File: config.mk
export PLATFORM = sky130hd
export DESIGN_NAME = d_arbiter
export DESIGN_NICKNAME = d
export VERILOG_FILES = /design/src/rtl/d_arbiter.sv
export SDC_FILE = /design/constraint.sdc
export NUM_CORES = 1
export LEC_CHECK = 0
export ABC_CLOCK_PERIOD_IN_PS = 3000
export BUFFER_PORTS_ARGS = -buffer_cell sky130_fd_sc_hd__buf_2
export CAP_MARGIN = 20
export CORE_AREA = 2 2 39 41
export CTS_BUF_LIST = sky130_fd_sc_hd__clkbuf_2 sky130_fd_sc_hd__clkbuf_4 sky130_fd_sc_hd__clkbuf_8
export CTS_CLUSTER_DIAMETER = 100
export CTS_CLUSTER_SIZE = 16
export DETAILED_ROUTE_END_ITERATION = 8
export DIE_AREA = 0 0 41 43
export HOLD_SLACK_MARGIN = 0.05
export PLACE_DENSITY_LB_ADDON = 0.25
export SKIP_CTS_REPAIR_TIMING = 1
export SYNTH_ARGS = -nofsm -noshare
export SYNTH_HDL_FRONTEND = slang
export SYNTH_SLANG_ARGS = --single-unit
File: constraint.sdc
create_clock -name clk -period 3 [get_ports clk]
set_input_delay 0.45 -clock clk [delete_from_list [all_inputs] [get_ports clk]]
set_output_delay 0.45 -clock clk [all_outputs]
set_load 0.005 [all_outputs]
File: src/rtl/d_arbiter.sv
module d_arbiter #(
  parameter int CLASS1_ONES = 8,
  parameter int CLASS2_ONES = 10
) (
  input  logic clk,
  input  logic rst_n,
  input  logic slot_en,
  input  logic coll_mode,
  input  logic prio_hi,
  input  logic tx_req,
  input  logic tx_bit,
  input  logic tx_end,
  input  logic echo_bit,
  output logic grant,
  output logic d_out,
  output logic bac_out,
  output logic collision
);
  localparam int TOP = ((CLASS2_ONES > CLASS1_ONES) ? CLASS2_ONES : CLASS1_ONES) + 1;
  localparam int CW  = $clog2(TOP + 1);

  logic          sending, lowered;
  logic [CW-1:0] ones, ones_nx, need;
  logic          win;

  assign need    = prio_hi ? CW'(CLASS2_ONES + (lowered ? 1 : 0))
                           : CW'(CLASS1_ONES + (lowered ? 1 : 0));
  assign ones_nx = !echo_bit ? '0 : ((ones == CW'(TOP)) ? ones : ones + 1'b1);
  assign win     = ones_nx >= need;

  assign grant   = coll_mode ? sending : tx_req;
  assign d_out   = grant ? tx_bit : 1'b1;
  assign bac_out = !grant;

  always_ff @(posedge clk or negedge rst_n) begin
    if (!rst_n) begin
      sending   <= 1'b0;
      lowered   <= 1'b0;
      ones      <= '0;
      collision <= 1'b0;
    end else if (!coll_mode) begin
      sending   <= 1'b0;
      lowered   <= 1'b0;
      ones      <= '0;
      collision <= 1'b0;
    end else begin
      collision <= 1'b0;
      if (slot_en) begin
        if (sending) begin
          if (echo_bit != tx_bit) begin
            sending   <= 1'b0;
            ones      <= '0;
            collision <= 1'b1;
          end else if (tx_end) begin
            sending <= 1'b0;
            lowered <= 1'b1;
            ones    <= '0;
          end
        end else begin
          ones <= ones_nx;
          if (win) begin
            lowered <= 1'b0;
            if (tx_req) begin
              sending <= 1'b1;
              ones    <= '0;
            end
          end
        end
      end
    end
  end
endmodule


==> run summary <==
======================================================================================
Status ..................................................................    completed
Synth cell types ........................................................           26
Endpoints failing hold ..................................................            0
Detail Route Antenna Nets ...............................................            0
Number of non-filler instances in the completed layout ..................           90
Largest incremental delay on the critical path ..........................       420 ps
Wire length reported by the detailed router .............................      1020 um
Achievable clock frequency ..............................................      427 MHz
Effective utilization at floorplan ......................................        36.1%
Latest clock arrival within the worst-skew pair .........................       240 ps
Average cell area after synthesis .......................................   8.76 sq um
Startpoint of the lowest-slack register-to-register path ................      ones[0]
Placed insts ............................................................           85
Leading area contributor after synthesis ................................ sky130_fd_sc_hd__dfrtp_1
Sequence of cells on the critical path .................................. ha_1 > and3b_2 > xnor2_1 > nand2_1 > ha_1 > nand2b_1 > a21oi_1 > a21oi_1 > a32o_1
DR WL/cell ..............................................................      11.3 um
Weighted congestion at the end of routability-driven global placement ...        0.706
Critical path buffer and inverter count .................................            0
Critical Path End Type ..................................................    flip-flop
GRT Util Overall ........................................................        13.9%
Number of global-route vias before repair ...............................          381
Number of fill cells in the layout ......................................          146
Share of the yosys chip area belonging to registers .....................        35.1%
Number of buffers on the longest clock path .............................            2
Crit start category .....................................................    flip-flop
Placed instance area ....................................................    579 sq um
Final nets ..............................................................           87
Share of cells above drive strength 1 ...................................        27.0%
Total power draw ........................................................     0.227 mW
CP max FO ...............................................................            4
Number of levels the H-tree was split into ..............................            1
Setup repair after global routing missed its margin .....................           no
Number of clock buffers inserted by TritonCTS ...........................            3
Utilization of the core after routing ...................................        44.8%
DPL Wire Length .........................................................       848 um
Number of rows created at floorplan .....................................           14
Min cycle time layout ...................................................      2340 ps
Origin of the worst setup path ..........................................      ones[0]
Setup-failing EPs final .................................................            0
Final number of max-transition violations ...............................            0
Register clock-pin slew on the reported worst setup and hold paths ......        50 ps
Summed area of non-filler cells in the final layout .....................    619 sq um
Global-route wire length before repair ..................................      1610 um
Pin count of the biggest net entering global routing ....................            8
Count of state elements after synthesis .................................            7
Hold slack ..............................................................       489 ps
Length of the first detailed-routing pass in iterations .................            2
Library cell contributing the largest single delay on the critical path . sky130_fd_sc_hd__dfrtp_1
Total Die Area ..........................................................   1760 sq um
CTS tree ................................................................        built
Max-cap violations ......................................................            0
Pre-CTS worst setup slack ...............................................       657 ps
Skew final ..............................................................      1.19 ps
Via-per-instance ratio ..................................................         5.07
Inserted Diodes .........................................................            0
Final period util .......................................................        78.0%
Post-detailed-route DRC marker count ....................................            0
Setup tns final .........................................................         0 ps
Clock root cell ......................................................... sky130_fd_sc_hd__clkbuf_4
Kind of path behind the tightest hold check ............................. input port to flip-flop
Leakage Power ...........................................................     0.297 nW
Number of sinks on the clock net ........................................            7
Worst slew pin tran .....................................................       542 ps
Max_slew headroom .......................................................        63.8%
# IOs ...................................................................           13
Port-buffer cells .......................................................           12
Endpoint arrival time on the critical path ..............................      2470 ps
DRC violation total after the first TritonRoute iteration ...............            4
Max IR drop VDD .........................................................   0.000211 V
Number of cells produced by synthesis ...................................           57
Gr ovfl total ...........................................................            0
Netlist area before placement ...........................................    499 sq um
Die height ..............................................................        43 um
Antenna violations before repair ........................................            0
Pwr per Cell Area .......................................................  366 nW/um^2
Hold wc startpoint ......................................................    coll_mode
Min setup slack post-route ..............................................       660 ps
Syn. warnings ...........................................................            0
Total vias in the final route ...........................................          456
Category of the critical setup timing path .............................. flip-flop to flip-flop
Cell types occupying the most area after synthesis ...................... sky130_fd_sc_hd__dfrtp_1 35%, sky130_fd_sc_hd__nand2_1 9.0%, sky130_fd_sc_hd__ha_1 7.5%, sky130_fd_sc_hd__inv_1 4.5%, sky130_fd_sc_hd__o31ai_1 4.5%
CP delay by family, top ................................................. compound AO/OA/AOI/OAI gates
Synthesized Nets ........................................................           69
Proportion of netlist area held by the largest area contributor .........        35.1%
Critical Path RT ........................................................      3130 ps
Core outline area .......................................................   1380 sq um
Overall die width .......................................................        41 um
Area delta synth->final .................................................        24.1%
======================================================================================
==> registers in the layout, summed over array words and instances, names as in the netlist <==
| name | cells |
|---|---|
| lowered | 1 |
| ones | 4 |
| sending | 1 |
| collision | 1 |
==> placed cells by master, fill, tap and decap left out, types with 2 or more instances in the layout <==
cell	netlist	routed
sky130_fd_sc_hd__mux2i_1	2	2
sky130_fd_sc_hd__dfrtp_1	7	7
sky130_fd_sc_hd__o31ai_1	3	3
sky130_fd_sc_hd__nor3_1	2	2
sky130_fd_sc_hd__o21ai_0	2	2
sky130_fd_sc_hd__buf_2	0	12
sky130_fd_sc_hd__nand2b_1	2	2
sky130_fd_sc_hd__nand2_1	12	12
sky130_fd_sc_hd__clkbuf_4	0	4
sky130_fd_sc_hd__ha_1	3	3
sky130_fd_sc_hd__inv_1	6	6
sky130_fd_sc_hd__a21oi_1	2	2
==> kinds of logic (layout without fill, tap and decap cells) <==
group / Yosys count / in the layout / share of synthesized area (%)
AO/OA/AOI/OAI: 14 / 14 / 21.3
flip-flops: 7 / 7 / 35.1
buffers and inverters: 6 / 23 / 4.51
XOR/XNOR: 2 / 2 / 3.51
AND/OR/NAND/NOR: 22 / 22 / 21.1
adder cells (fa/ha/maj): 3 / 3 / 7.52
multiplexers: 3 / 3 / 7.02
==> path summary, 6_finish.rpt <==
kind | to | slack (ps) | cells past startpoint
max | sending | 660 | 9
min | lowered | 490 | 3
max reg2reg | sending | 660 | 9
min reg2reg | ones[1] | 560 | 2
max in group asynchronous | ones[3] | 2290 | 2
min in group asynchronous | ones[2] | 560 | 2
==> tightest hold or removal path, cell delays in order <==
cell and delay (ps):
sky130_fd_sc_hd__buf_2 120, sky130_fd_sc_hd__nand2_1 60, sky130_fd_sc_hd__o22ai_1 60
==> final cells by class <==
type / count / area, sq um / share of cell area (%)
inverters: 6 / 22.5 / 3.64
well taps: 16 / 20.0 / 3.23
clock buffers: 4 / 30.0 / 4.85
multi-input cells: 44 / 302 / 48.7
flip-flops and latches: 7 / 175 / 28.3
repair buffers: 13 / 70.1 / 11.3
==> power breakdown <==
part	total [mW]	switching [mW]	internal (mW)
Combinational	0.0350	0.0203	0.0147
Clock	0.0923	0.0326	0.0596
Sequential	0.0993	0.00255	0.0968
Total	0.227	0.0555	0.171
==> cells in the mapped netlist, drive strengths merged <==
cell type	n
nand3	1
ha	3
a21boi	1
and3b	1
a31oi	1
dfrtp	7
or3	1
nor2	1
o22ai	1
o31ai	3
a32o	1
a211oi	1
a21oi	2
xnor2	1
nand2b	2
or2	1
nand2	12
mux2i	2
mux2	1
o21ai	3
nor4	1
inv	6
xor2	1
o32ai	1
nor3	2
==> metal layers <==
layer	up-vias	GRT usage (%)	part of all wire [%]
met5	-	0	0
met4	0	6.00	0
met3	0	4.71	3.6
met2	10	20.3	48
met1	206	17.8	48
li1	240	-	-
(Power assumes the default switching activity.)
